`config.mk`:
```
export PLATFORM = sky130hd
export DESIGN_NAME = shift_carry_unit
export DESIGN_NICKNAME = d
export VERILOG_FILES = /design/src/rtl/shf_pkg.sv /design/src/rtl/shf_amount.sv /design/src/rtl/shf_rotl.sv /design/src/rtl/shf_mask.sv /design/src/rtl/shift_carry_unit.sv
export SDC_FILE = /design/constraint.sdc
export NUM_CORES = 1
export LEC_CHECK = 0
export BUFFER_PORTS_ARGS = -buffer_cell sky130_fd_sc_hd__buf_2
export CAP_MARGIN = 20
export CORE_MARGIN = 4
export CORE_UTILIZATION = 37
export CTS_CLUSTER_DIAMETER = 60
export CTS_CLUSTER_SIZE = 40
export DETAILED_ROUTE_END_ITERATION = 6
export GPL_TIMING_DRIVEN = 0
export PLACE_DENSITY = 0.56
export REMOVE_ABC_BUFFERS = 1
export SLEW_MARGIN = 15
export SYNTH_ARGS = -nofsm -noshare
export SYNTH_HDL_FRONTEND = slang
export SYNTH_HIERARCHICAL = 1
export SYNTH_SLANG_ARGS = --single-unit
```
`constraint.sdc`:
```
create_clock -name clk -period 14.21 [get_ports clk]
set_input_delay 2.842 -clock clk [delete_from_list [all_inputs] [get_ports clk]]
set_output_delay 2.842 -clock clk [all_outputs]
set_load 0.03 [all_outputs]
```
`src/rtl/shf_pkg.sv`:
```
package shf_pkg;

    typedef enum logic [1:0] {
        SHF_SLL = 2'b00,
        SHF_SRL = 2'b01,
        SHF_SRA = 2'b10,
        SHF_XSL = 2'b11
    } shf_op_e;

    localparam int CR_NEG = 2;
    localparam int CR_POS = 1;
    localparam int CR_ZER = 0;

endpackage

```
`src/rtl/shf_amount.sv`:
```
// Selects the effective shift amount and the out-of-range flag.
module shf_amount #(
    parameter int XLEN = 64,
    parameter int AW   = $clog2(XLEN)
) (
    input  logic [1:0]      op_i,
    input  logic            wide_i,
    input  logic            from_imm_i,
    input  logic [AW-1:0]   imm_i,
    input  logic [XLEN-1:0] reg_i,
    output logic [AW-1:0]   n_o,
    output logic            ovf_o
);
    import shf_pkg::*;

    logic [AW-1:0] sel;
    logic          unused_hi;

    assign unused_hi = ^reg_i[XLEN-1:AW+1];

    always_comb begin
        sel = from_imm_i ? imm_i : reg_i[AW-1:0];
        if (shf_op_e'(op_i) == SHF_XSL) begin
            n_o   = imm_i;
            ovf_o = 1'b0;
        end else if (wide_i) begin
            n_o   = sel;
            ovf_o = !from_imm_i && reg_i[AW];
        end else begin
            n_o   = {1'b0, sel[AW-2:0]};
            ovf_o = !from_imm_i && reg_i[AW-1];
        end
    end
endmodule

```
`src/rtl/shf_rotl.sv`:
```
// Logarithmic left rotator: one stage per amount bit.
module shf_rotl #(
    parameter int XLEN = 64,
    parameter int AW   = $clog2(XLEN)
) (
    input  logic [XLEN-1:0] din_i,
    input  logic [AW-1:0]   amt_i,
    output logic [XLEN-1:0] dout_o
);
    logic [XLEN-1:0] stg [AW+1];

    assign stg[0] = din_i;

    for (genvar k = 0; k < AW; k++) begin : g_stage
        localparam int S = 1 << k;
        assign stg[k+1] = amt_i[k]
            ? {stg[k][XLEN-1-S:0], stg[k][XLEN-1:XLEN-S]}
            : stg[k];
    end

    assign dout_o = stg[AW];
endmodule

```
`src/rtl/shf_mask.sv`:
```
// Contiguous mask: bit i set when lo <= i <= hi, cleared entirely by kill.
module shf_mask #(
    parameter int XLEN = 64,
    parameter int AW   = $clog2(XLEN)
) (
    input  logic [AW-1:0]   lo_i,
    input  logic [AW-1:0]   hi_i,
    input  logic            kill_i,
    output logic [XLEN-1:0] mask_o
);
    for (genvar i = 0; i < XLEN; i++) begin : g_bit
        assign mask_o[i] = !kill_i && (AW'(i) >= lo_i) && (AW'(i) <= hi_i);
    end
endmodule

```
`src/rtl/shift_carry_unit.sv`:
```
module shift_carry_unit #(
    parameter int XLEN = 64
) (
    input  logic             clk,
    input  logic             rst_n,
    input  logic             in_valid,
    input  logic [1:0]       op_sel,
    input  logic             dword,
    input  logic             amt_from_imm,
    input  logic [5:0]       amt_imm,
    input  logic [XLEN-1:0]  amt_reg,
    input  logic [XLEN-1:0]  src,
    input  logic             rec_en,
    output logic             out_valid,
    output logic [XLEN-1:0]  result,
    output logic             ca_we,
    output logic             ca,
    output logic             ca32,
    output logic             cr_we,
    output logic [2:0]       cr
);
    import shf_pkg::*;

    localparam int AW   = $clog2(XLEN);
    localparam int HALF = XLEN / 2;

    typedef struct packed {
        logic            vld;
        logic [XLEN-1:0] res;
        logic            ca_we;
        logic            ca;
        logic            ca32;
        logic            cr_we;
        logic [2:0]      cr;
    } out_t;

    out_t out_d, out_q;

    shf_op_e         op;
    logic            wide;
    logic            is_left;
    logic            is_sra;
    logic [AW-1:0]   n;
    logic            ovf;
    logic [XLEN-1:0] operand;
    logic [AW-1:0]   rot_amt;
    logic [XLEN-1:0] rotated;
    logic [AW-1:0]   top_bit;
    logic [AW-1:0]   m_lo;
    logic [AW-1:0]   m_hi;
    logic [XLEN-1:0] mask;
    logic [XLEN-1:0] scope;
    logic            sign;
    logic [XLEN-1:0] shaped;
    logic            carry;

    assign op      = shf_op_e'(op_sel);
    assign wide    = dword || (op == SHF_XSL);
    assign is_left = (op == SHF_SLL) || (op == SHF_XSL);
    assign is_sra  = (op == SHF_SRA);

    shf_amount #(.XLEN(XLEN), .AW(AW)) u_amount (
        .op_i       (op_sel),
        .wide_i     (wide),
        .from_imm_i (amt_from_imm),
        .imm_i      (amt_imm[AW-1:0]),
        .reg_i      (amt_reg),
        .n_o        (n),
        .ovf_o      (ovf)
    );

    // Word operands are duplicated in both halves so a full-width rotate
    // gives the 32-bit rotate in the low half.
    always_comb begin
        if (op == SHF_XSL)
            operand = {{HALF{src[HALF-1]}}, src[HALF-1:0]};
        else if (dword)
            operand = src;
        else
            operand = {src[HALF-1:0], src[HALF-1:0]};
    end

    assign rot_amt = is_left ? n : (AW'(0) - n);

    shf_rotl #(.XLEN(XLEN), .AW(AW)) u_rotl (
        .din_i  (operand),
        .amt_i  (rot_amt),
        .dout_o (rotated)
    );

    assign top_bit = wide ? AW'(XLEN-1) : AW'(HALF-1);
    assign m_lo    = is_left ? n : '0;
    assign m_hi    = is_left ? top_bit : (top_bit - n);

    shf_mask #(.XLEN(XLEN), .AW(AW)) u_mask (
        .lo_i   (m_lo),
        .hi_i   (m_hi),
        .kill_i (ovf),
        .mask_o (mask)
    );

    assign scope = wide ? {XLEN{1'b1}} : {{HALF{1'b0}}, {HALF{1'b1}}};
    assign sign  = wide ? operand[XLEN-1] : src[HALF-1];

    always_comb begin
        shaped = rotated & mask;
        if (is_sra)
            shaped = shaped | ({XLEN{sign}} & ~mask);
        carry = is_sra && sign && (|(rotated & ~mask & scope));
    end

    always_comb begin
        out_d       = out_q;
        out_d.vld   = in_valid;
        out_d.ca_we = 1'b0;
        out_d.cr_we = 1'b0;
        if (in_valid) begin
            out_d.res   = shaped;
            out_d.ca_we = is_sra;
            out_d.ca    = carry;
            out_d.ca32  = carry;
            out_d.cr_we = rec_en;
            if (rec_en) begin
                out_d.cr         = '0;
                out_d.cr[CR_NEG] = shaped[XLEN-1];
                out_d.cr[CR_POS] = !shaped[XLEN-1] && (shaped != '0);
                out_d.cr[CR_ZER] = (shaped == '0);
            end
        end
    end

    always_ff @(posedge clk) begin
        if (!rst_n)
            out_q <= '0;
        else
            out_q <= out_d;
    end

    assign out_valid = out_q.vld;
    assign result    = out_q.res;
    assign ca_we     = out_q.ca_we;
    assign ca        = out_q.ca;
    assign ca32      = out_q.ca32;
    assign cr_we     = out_q.cr_we;
    assign cr        = out_q.cr;


    valid_follow_chk: assert property (@(posedge clk) disable iff (!rst_n)
        in_valid |=> out_valid);


    cawe_only_sra_chk: assert property (@(posedge clk) disable iff (!rst_n)
        ca_we |-> $past(in_valid && op_sel == 2'b10));


    carry_needs_sign_chk: assert property (@(posedge clk) disable iff (!rst_n)
        (ca_we && ca) |-> $past(dword ? src[XLEN-1] : src[HALF-1]));


    ovf_logical_zero_chk: assert property (@(posedge clk) disable iff (!rst_n)
        (in_valid && !op_sel[1] && !amt_from_imm &&
         (dword ? amt_reg[AW] : amt_reg[AW-1])) |=> (result == '0));


    cr_onehot_chk: assert property (@(posedge clk) disable iff (!rst_n)
        cr_we |-> ($countones(cr) == 1));


    word_upper_zero_chk: assert property (@(posedge clk) disable iff (!rst_n)
        (in_valid && !dword && !op_sel[1]) |=> (result[XLEN-1:HALF] == '0));
endmodule

```
[After elaboration in Yosys (flattened, before gate mapping)]
Cells that the tools add are included.
Operators by class
  reductions and logical operators: 144
  multiplexer cells: 20
  order comparisons: 128
  multiply operators: 0
  eq/ne operators: 2
  divide/modulo/power cells: 0
  add/sub/neg operators: 2
  shift-type cells: 0
  bitwise logic cells: 6
Operator list (number)
  2-to-1 mux 64 bit: 10
  AND 64 bit: 4
  greater-or-equal comparator 6 bit (first input constant): 32
  <= comparator 6 bit (first input constant): 32
  logical AND 1 bit: 133
  greater-or-equal comparator 5 x 6 -> 1 bit (first input constant): 16
  <= comparator 5 x 6 -> 1 bit (first input constant): 16
  zero test 64 bit: 1
  NOT 64 bit: 1
  bitwise OR 64 bit: 1
  nonzero test 64 bit: 1
  OR reduction 64 bit: 1
  greater-or-equal comparator 4 x 6 -> 1 bit (first input constant): 8
  <= comparator 4 x 6 -> 1 bit (first input constant): 8
  2-to-1 mux 6 bit: 7
  greater-or-equal comparator 3 x 6 -> 1 bit (first input constant): 4
  <= comparator 3 x 6 -> 1 bit (first input constant): 4
  greater-or-equal comparator 1 x 6 -> 1 bit (first input constant): 2
  greater-or-equal comparator 2 x 6 -> 1 bit (first input constant): 2
  <= comparator 1 x 6 -> 1 bit (first input constant): 2
  <= comparator 2 x 6 -> 1 bit (first input constant): 2
  subtractor 1 x 6 -> 6 bit (first input constant): 1
  subtractor 6 bit: 1
  equality test 2 bit (second input constant): 2
  other kinds (5): 11
Storage, ports and cells
  output and inout bits: 72
  memories: 0
  register bits after elaboration: 71
  bits in writable memories: 0
  latch bits: 0
  ROM bits: 0
  word-level logic and storage cells: 308
  input port bits: 142

[Logic depth before layout (Yosys ltp)]
Gate-level depths: netlist of the first run.
  depth in word-level cells: 17
  mapped depth: 18
  depth with buffers taken out: 16

[By module]
Netlist of the first run, hierarchy kept.
By module, submodules not included
  shift_carry_unit: times used 1, cells each 687, seq. area each 1421.4 um^2, area an instance 4705.8 um^2
  shf_rotl: times used 1, cells each 234, seq. area each 0.0 um^2, area an instance 4609.4 um^2
  shf_mask: times used 1, cells each 206, seq. area each 0.0 um^2, area an instance 1224.9 um^2
  shf_amount: times used 1, cells each 10, seq. area each 0.0 um^2, area an instance 107.6 um^2

[Least setup slack after synthesis of the first run]
No wires, ideal clock.
  path kind: input -> register
  from: in op_sel[0]
  to: reg out_q, in the netlist cr[1]
  arrival time: 6.903 ns
  path buffers: 3
  stages on the path: 17
  setup time: 0.126 ns
  required time: 14.084 ns
  path slack: 7.181 ns
  cells stage by stage: ha_1 -> buf_2 -> nor2_1 -> inv_1 -> a22o_1 -> a32o_1 -> xor2_1 -> buf_2 -> buf_1 -> mux4_2 -> mux4_2 -> a22o_1 -> a221oi_1 -> nand3_1 -> nor4_1 -> o211a_1 -> o31ai_2
Between the ends
  elaborated cells on any way between the ends: 288
  classes of those cells: add/sub (2); order compare (128); eq/ne (2); mux (17); bitwise (4); reduce/logical (135)
RTL lines
  start, declared: RTL line shift_carry_unit.sv:7  | input logic [1:0] op_sel,
  equality test 2 bit *: RTL line shift_carry_unit.sv:58  | assign wide = dword || (op == SHF_XSL);
  logical OR 1 bit *: RTL line shift_carry_unit.sv:58
  net wide: RTL line shift_carry_unit.sv:40  | logic wide;
  2-to-1 mux 6 bit *: RTL line shf_amount.sv:26  | end else if (wide_i) begin
  2-to-1 mux 6 bit *: RTL line shf_amount.sv:23  | if (shf_op_e'(op_i) == SHF_XSL) begin
  net n[5]: RTL line shift_carry_unit.sv:43  | logic [AW-1:0] n;
  subtractor 1 x 6 -> 6 bit: RTL line shift_carry_unit.sv:83  | assign rot_amt = is_left ? n : (AW'(0) - n);
  2-to-1 mux 6 bit *: RTL line shift_carry_unit.sv:83
  net rot_amt[5]: RTL line shift_carry_unit.sv:46  | logic [AW-1:0] rot_amt;
  2-to-1 mux 64 bit *: RTL line shf_rotl.sv:17  | ? {stg[k][XLEN-1-S:0], stg[k][XLEN-1:XLEN-S]}
  net rotated[42]: RTL line shift_carry_unit.sv:47  | logic [XLEN-1:0] rotated;
  AND 64 bit *: RTL line shift_carry_unit.sv:106  | shaped = rotated & mask;
  bitwise OR 64 bit: RTL line shift_carry_unit.sv:108  | shaped = shaped | ({XLEN{sign}} & ~mask);
  2-to-1 mux 64 bit *: RTL line shift_carry_unit.sv:107  | if (is_sra)
  nonzero test 64 bit *: RTL line shift_carry_unit.sv:126  | out_d.cr[CR_POS] = !shaped[XLEN-1] && (shaped != '0);
  logical AND 1 bit *: RTL line shift_carry_unit.sv:126
  end signal, assigned: RTL line shift_carry_unit.sv:136  | out_q <= out_d;
  end, declared: RTL line shift_carry_unit.sv:37  | out_t out_d, out_q;
The timed path passes the listed nets; every way through them passes the cells marked *.
A chain may end at the register's enable or synchronous reset.

[Final worst setup path of the first run]
  from: in dword
  to: reg out_q, in the netlist cr[1]
Between the ends
  longest elaborated chain between the ends: 13
  elaborated cells on any way between the ends: 285
  classes of those cells: add/sub (2); order compare (128); mux (18); bitwise (4); reduce/logical (133)
Ends and longest elaborated chain
  start, declared: RTL line shift_carry_unit.sv:8  | input logic dword,
  logical OR 1 bit *: RTL line shift_carry_unit.sv:58
  net wide: RTL line shift_carry_unit.sv:40
  2-to-1 mux 6 bit *: RTL line shf_amount.sv:26
  2-to-1 mux 6 bit *: RTL line shf_amount.sv:23
  net n[5]: RTL line shift_carry_unit.sv:43
  subtractor 6 bit *: RTL line shift_carry_unit.sv:93  | assign m_hi = is_left ? top_bit : (top_bit - n);
  2-to-1 mux 6 bit *: RTL line shift_carry_unit.sv:93
  net m_hi[5]: RTL line shift_carry_unit.sv:50  | logic [AW-1:0] m_hi;
  <= comparator 6 bit *: RTL line shf_mask.sv:12  | assign mask_o[i] = !kill_i && (AW'(i) >= lo_i) && (AW'(i) <= hi_i);
  logical AND 1 bit *: RTL line shf_mask.sv:12
  net mask[62]: RTL line shift_carry_unit.sv:51  | logic [XLEN-1:0] mask;
  NOT 64 bit: RTL line shift_carry_unit.sv:108
  AND 64 bit: RTL line shift_carry_unit.sv:108
  bitwise OR 64 bit: RTL line shift_carry_unit.sv:108
  2-to-1 mux 64 bit *: RTL line shift_carry_unit.sv:107
  nonzero test 64 bit *: RTL line shift_carry_unit.sv:126
  logical AND 1 bit *: RTL line shift_carry_unit.sv:126
Marks and branches as above.

==> summary.md, run 1 <==
| Metric | Value |
|---|---|
| Layout cells sized above 1 | 33.69% |
| R2R setup slack | 13520 ps |
| Antenna diodes | 0 |
| Min-Delay Path Class | reg2reg |
| Synthesized cell area | roughly 11000 sq um |
| Internal power | just over 0.9 mW |
| Clock Root Buffer | clkbuf_16 |
| YS warnings | 6 |
| Core Box Area | 28090 sq um |
| Overall routed net length | 41160 microns |
| Pwr/cell area | 149.4 nW/um^2 |
| Relative slew margins | 22.58% |
| Width of the chip | approximately 180 microns |
| Setup TNS | 0 ps |
| Fmax | ~0.12 GHz |
| Clk_skew | 0 ps |
| Min cycle time layout | 8293 ps |
| Area delta synth->final | 12.89% |
| EDFF count, synth | 0 |
| Die Ht | approximately 180 microns |
| Clk pin slew, worst setup/hold paths | around 60 ps |
| Gate power share | 74.8% |
| Peak supply drop | between 50 and 60 uV |
| Drt pass-1 iters | 7 |
| GP Congestion | 0.9880 |
| Vias | 10.67k |
| Final Cycle Share | approximately 58% |
| Drt drc | 2 |
| CTS tree | yes |
| Synth Register Bits | 71 |
| RSZ-0062 raised after global routing | false |
| Clock power frac | between 10% and 20% |
| Most common cell after layout, fill and taps aside | mux4_2 |
| Fin util | 42.80% |
| Port buffer count | 156 |
| Layout Cells excl Fill | roughly 1.6k |
| Area contributors post-synth | mux4_2 (40%), dfxtp_1 (13%), a21oi_1 (7.2%) |
| Site Rows | 61 |
| Most frequent cells in the layout | mux4_2 (189), buf_2 (155), a21oi_1 (154) |
| Ys async rst share | 0% |
| Crit start category | input port |
| Final global-route overflow total | 0 |
| Kind of critical path | in2reg |
| Avg Inst Size Synth | about 9.4 sq um |
| Initial antenna violation count | 0 |
| Net Sw Power | 0.8767 mW |
| First-pass GRT wire length | approximately 62000 microns |
| CTS buffer count | 9 |
| Violated checks | DRC |
| Crit. End Element | flip-flop |
| Largest area contributor in the netlist | mux4_2 |
| Final hold vios | 0 |
| Number of global-route vias before repair | about 9.7k |
| Max_cap viols | 0 |
| Post-DRT Antenna Nets | 0 |
| CP required | approximately 14000 ps |
| Hpwl dp | ~33000 microns |
| Placed insts | approximately 1.6k |
| Net Sw Frac | between 40% and 50% |
| H-tree depth | 3 |
| Routed len/inst | between 20 and 30 microns |
| # setup viols final | 0 |
| Fin nets | approximately 1.3k |
| Share of the synthesized area in the top cell type | approximately 40% |
| Fin. max-slew vios | 0 |
| Via density | between 6 and 7 |
| Clk buf depth | 2 |
| Syn Inst Count | roughly 1.1k |
| Outcome | complete, but fails checks |
| Initial core utilization | between 30 and 40% |
| DRT iter0 DRCs | 1286 |
| Seq/Total Area, Yosys | about an eighth |
| Synth Flop Type | dfxtp_1 |
| Worst EP arrival | between 8000 and 9000 ps |
| CP max FO | 64 |
| Sequential fraction of design power | between 10% and 20% |
| Die area | roughly 32000 sq um |
| Largest net degree at the start of global routing | 101 |
| Leakage | around 4.6 nW |
| Later-pin clock latency in the skew report | around 340 ps |
| Distinct cells, synth | 59 |
| Post-CTS Setup Bufs | 0 |
| IO Pins | around 210 |
| Post-CTS Resized | 0 |
| Clock sink count | 71 |
| Slew @ Worst Pin | about 1200 ps |
| Total GRT Usage | roughly 26% |
| CTS hold repair buffers | 0 |
## power by group through the flow
stage	Combinational, mW	Sequential [mW]	Clock [mW]
after floorplan	0.875	0.279	0
after global placement	1.30	0.235	0
after detailed placement	1.31	0.236	0
after CTS	1.31	0.231	0.227
after global routing	1.41	0.234	0.235
final	1.34	0.231	0.221
## worst max-delay path, stage by stage
cell and delay, ps:
buf_2 410, nor2_1 440, inv_1 180, a22o_1 230
a32o_1 300, nor2b_1 190, xnor2_2 720, nor2b_1 590
nand2_1 330, a211oi_1 990, nand4_1 170, nor4_1 450
and4_1 290, o211a_1 230, o31ai_2 90
## per-layer routing
metal	share of wire (%)	wire length [microns]	vias up	global-route usage, %
li1	-	-	4659	-
met1	38	15670	5157	33.75
met2	46	19120	702	41.80
met3	10	4245	147	4.623
met4	5.2	2124	0	10.86
met5	0	0	-	0
## Yosys cell counts, drive strengths merged, types with 23 or more instances
| cell type | n |
|---|---|
| inv | 73 |
| a21oi | 155 |
| o22ai | 32 |
| dfxtp | 71 |
| nand4 | 24 |
| a22oi | 23 |
| nor2 | 119 |
| o21ai | 76 |
| mux4 | 192 |
| nor2b | 37 |
| clkbuf | 64 |
| a211oi | 51 |
| buf | 52 |
## logic make-up (layout without fill, tap and decap cells)
logic type / after synthesis / count (layout) / share of synthesized area (%)
AOI/OAI and AO/OA: 385 / 385 / 22.27
xor gates and xnor gates: 5 / 5 / 0.4113
adders and majority gates: 3 / 3 / 0.3526
buffers and inverters: 190 / 261 / 8.672
DFF: 71 / 71 / 13.35
muxes: 201 / 201 / 41.68
and+or+nand+nor: 282 / 282 / 13.27
## stage by stage
| stage | setup WS [ps] | hold slack [ps] | power, mW | instance area, sq um |
|---|---|---|---|---|
| floorplan | 2732 | 612.9 | 1.153 | 10000 |
| global placement | 1081 | 468.7 | 1.533 | 11260 |
| detailed placement | 5702 | 475.5 | 1.543 | 11730 |
| CTS | 6054 | 483.9 | 1.769 | 12020 |
| global route | 5713 | 516.7 | 1.877 | 12020 |
| finish | 5917 | 480.1 | 1.795 | 12020 |
## layout make-up
class / count / area (sq um)
clock inverter: 6 / 62.56
sequential: 71 / 1421
clock buffer: 9 / 225.2
tap: 378 / 473.0
timing repair buffer: 172 / 1165
inverter: 74 / 277.8
multi-input combinational: 876 / 8396
fill: 2806 / 16070
## flip-flops by register name, summed over array words and instances, names as in the netlist
name / count
ca32: 1
cr_we: 1
result: 64
ca_we: 1
out_valid: 1
cr: 3
## final timing paths
kind	to	from	cells past startpoint
worst max-delay path	cr[1]$_SDFFE_PN0P_	dword	15
worst min-delay path	cr[1]$_SDFFE_PN0P_	cr[1]$_SDFFE_PN0P_	2
worst max register to register	cr[2]$_SDFFE_PN0P_	cr[2]$_SDFFE_PN0P_	2
worst min register to register	cr[1]$_SDFFE_PN0P_	cr[1]$_SDFFE_PN0P_	2
No activity file was read; power rests on OpenSTA's default activity.
==> run 2: changes to the inputs <==
ABC_AREA = 1   (was not set)
PLACE_DENSITY = 0.59   (was 0.56)
clock period = 7.4 ns   (was 14.21 ns; I/O delays follow)
==> summary.md, run 2 <==
| Metric | Value |
|---|---|
| Fin util | 42.21% (-0.58 points) |
| First-pass GRT wire length | 76250 microns (+23%) |
| Die area | 31460 sq um (-0.31%) |
| Most frequent cell after synthesis | nand2_1 |
| Pwr Total | 3.341 mW (+86%) |
| Post-CTS Resized | 0 (unchanged) |
| Synth Register Bits | 71 (unchanged) |
| CP max FO | 33 (-48%) |
| CP required | 7640 ps (-6780 ps) |
| Final Cycle Share | 84.95% |
| Hpwl dp | 40280 microns (+21%) |
| Largest area contributor in the netlist | nand3_1 |
| CTS tree | yes |
| RSZ-0062 raised after global routing | false |
| EDFF count, synth | 0 (unchanged) |
| Core Box Area | 28010 sq um (-0.27%) |
| Routed len/inst | 20.42 microns (-21%) |
| DRT iter0 DRCs | 2100 (+63%) |
| Seq/Total Area, Yosys | 13.39% (+0.044 points) |
| Most frequent cells in the layout | nand2_1 (708), nand3_1 (673), buf_2 (156) |
| Most common cell after layout, fill and taps aside | nand2_1 |
| Avg Inst Size Synth | 5.185 sq um (-45%) |
| Leakage | 6.378 nW (+39%) |
| Vias | 14.50k (+36%) |
| CP startpoint | op_sel[0] |
| Min-Delay Path Class | reg2reg |
| FF-to-FF Start | cr[2]$_SDFFE_PN0P_ |
| Commonest cells in the netlist | nand2_1 (712), nand3_1 (673), nor2_1 (125) |
| Initial antenna violation count | 0 (unchanged) |
| Later-pin clock latency in the skew report | 340 ps (about the same) |
| CTS hold repair buffers | 0 (unchanged) |
| Kind of critical path | in2reg |
| Layout cells sized above 1 | 10.61% (-23 points) |
| Slew @ Worst Pin | 1172 ps (+19.53 ps) |
| Antenna diodes | 0 (unchanged) |
| Area delta synth->final | 11.41% |
| Post-DRT Antenna Nets | 0 (unchanged) |
| Fmax | 0.1591 GHz |
| Drt pass-1 iters | 6 (-1) |
| Share of the synthesized area in the top cell type | 31.74% (-8.2 points) |
| Clock Root Buffer | clkbuf_16 |
| Fin. max-slew vios | 0 (unchanged) |
| Port buffer count | 156 (unchanged) |
| GP Congestion | 1.032 (+4.5%) |
| Area contributors post-synth | nand3_1 (32%), nand2_1 (25%), dfxtp_1 (13%) |
| Die Ht | 177.4 microns (-0.16%) |
| Overall routed net length | 50620 microns (+23%) |
| Worst r2r dst | cr[2]$_SDFFE_PN0P_ |
| Min cycle time layout | around 6300 ps |
| Post-CTS Setup Bufs | 0 (unchanged) |
| Final hold vios | 0 (unchanged) |
| Crit start category | input port |
| Clk_skew | 0 ps (unchanged) |
| YS warnings | 6 (unchanged) |
| Largest net degree at the start of global routing | 70 (-31%) |
| Drt drc | 0 (-2) |
| Crit path to | ca32$_SDFFE_PN0P_ |
| R2R setup slack | 6600 ps (-6920 ps) |
| Site Rows | 61 (unchanged) |
| Synth Flop Type | dfxtp_1 |
| IO Pins | 214 (unchanged) |
| Total GRT Usage | 31.20% (+5.5 points) |
| R2r worst-path depth | 3 (+1) |
| Max reg flops | 64 (unchanged) |
| # setup viols final | 0 (unchanged) |
| Ys async rst share | 0% (unchanged) |
| Fin nets | 2241 (+66%) |
| Final global-route overflow total | 0 (unchanged) |
| Outcome | completed |
| H-tree depth | 3 (unchanged) |
| Clk pin slew, worst setup/hold paths | 60 ps (about the same) |
| Pwr/cell area | 282.6 nW/um^2 (+89%) |
| Worst EP arrival | 6530 ps (-1970 ps) |
| Number of global-route vias before repair | 12.81k (+32%) |
| Relative slew margins | 21.58% (-1.0 points) |
| Syn Inst Count | 2047 (+80%) |
| Peak supply drop | 117.8 uV (+110%) |
| Initial core utilization | 37.89% (about the same) |
| Width of the chip | 177.4 microns (-0.16%) |
| Distinct cells, synth | 41 (-31%) |
| Clock sink count | 71 (unchanged) |
| Max_cap viols | 0 (unchanged) |
| Via density | 5.849 (-13%) |
| Clk buf depth | 2 (unchanged) |
| Synthesized cell area | 10610 sq um (-0.33%) |
| Crit. End Element | flip-flop |
| CTS buffer count | 9 (unchanged) |
==> run 2: cell type report <==
type,instances,area (sq um)
fill,3208,16190
multi-input combinational,1712,8028
sequential,71,1421
timing repair buffer,170,1079
inverter,132,495.5
tap,378,473.0
clock buffer,9,225.2
clock inverter,7,102.6
==> run 2: logic make-up after synthesis <==
kind of cell / Yosys count / share of synthesized area [%]
and+or+nand+nor: 1551 / 64.05
xor gates and xnor gates: 4 / 0.3301
AOI/OAI and AO/OA: 154 / 10.38
adders and majority gates: 3 / 0.3537
buffers and inverters: 264 / 11.49
DFF: 71 / 13.39
==> run 2: worst min-delay path by stage <==
stage                             from                 endpoint  slack [ps]  depth (start not counted)
3_3_place_gp         ca32$_SDFFE_PN0P_        ca32$_SDFFE_PN0P_         450                          2
6_report             ca32$_SDFFE_PN0P_        ca32$_SDFFE_PN0P_         470                          2
2_1_floorplan       cr[1]$_SDFFE_PN0P_       cr[1]$_SDFFE_PN0P_         590                          2
5_1_grt        result[28]$_SDFFE_PN0P_  result[28]$_SDFFE_PN0P_         480                          1
4_1_cts              ca32$_SDFFE_PN0P_        ca32$_SDFFE_PN0P_         470                          2
3_5_place_dp   result[37]$_SDFFE_PN0P_  result[37]$_SDFFE_PN0P_         460                          1
==> run 2: stage by stage <==
stage | std cells | setup slack (ps) | area, sq um | setup TNS [ps] | hold WS, ps
floorplan | 1915 | -667.3 | 9888 | -14560 | 589.2
finish | 2479 | 1113 | 11820 | 0 | 471.2
CTS | 2474 | 1016 | 11720 | 0 | 471.3
global route | 2479 | 608.2 | 11820 | 0 | 483.9
global placement | 2449 | -4568 | 11140 | -251040 | 453.9
detailed placement | 2458 | 665.3 | 11390 | 0 | 459.5
==> run 2: routing by layer <==
layer / global-route usage (%) / part of all wire [%] / wire length [microns] / vias to the layer above
li1: - / - / - / 6973
met2: 47.27 / 43 / 21580 / 710
met5: 0 / 0 / 0 / -
met1: 45.67 / 45 / 22550 / 6750
met4: 7.154 / 2.3 / 1160 / 0
met3: 6.008 / 11 / 5328 / 67
==> run 2: worst max-delay path, stage by stage <==
cell	delay [ps]
buf_2	140
ha_1	290
nor2_4	620
inv_1	330
nand3_1	160
nand2_1	100
nand2_1	100
xor2_1	910
inv_1	440
o21ai_0	340
o21ai_0	170
nor2_1	310
nor2_1	100
a2111oi_0	540
nand4_1	160
nor2_1	160
nand2_1	70
nand2_1	60
nand2_1	40
==> run 2: power by group <==
group          switching (mW)  leakage [nW]  internal, mW
clock network           0.183         0.162         0.300
logic                    1.74          5.64         0.668
registers              0.0229         0.579         0.429
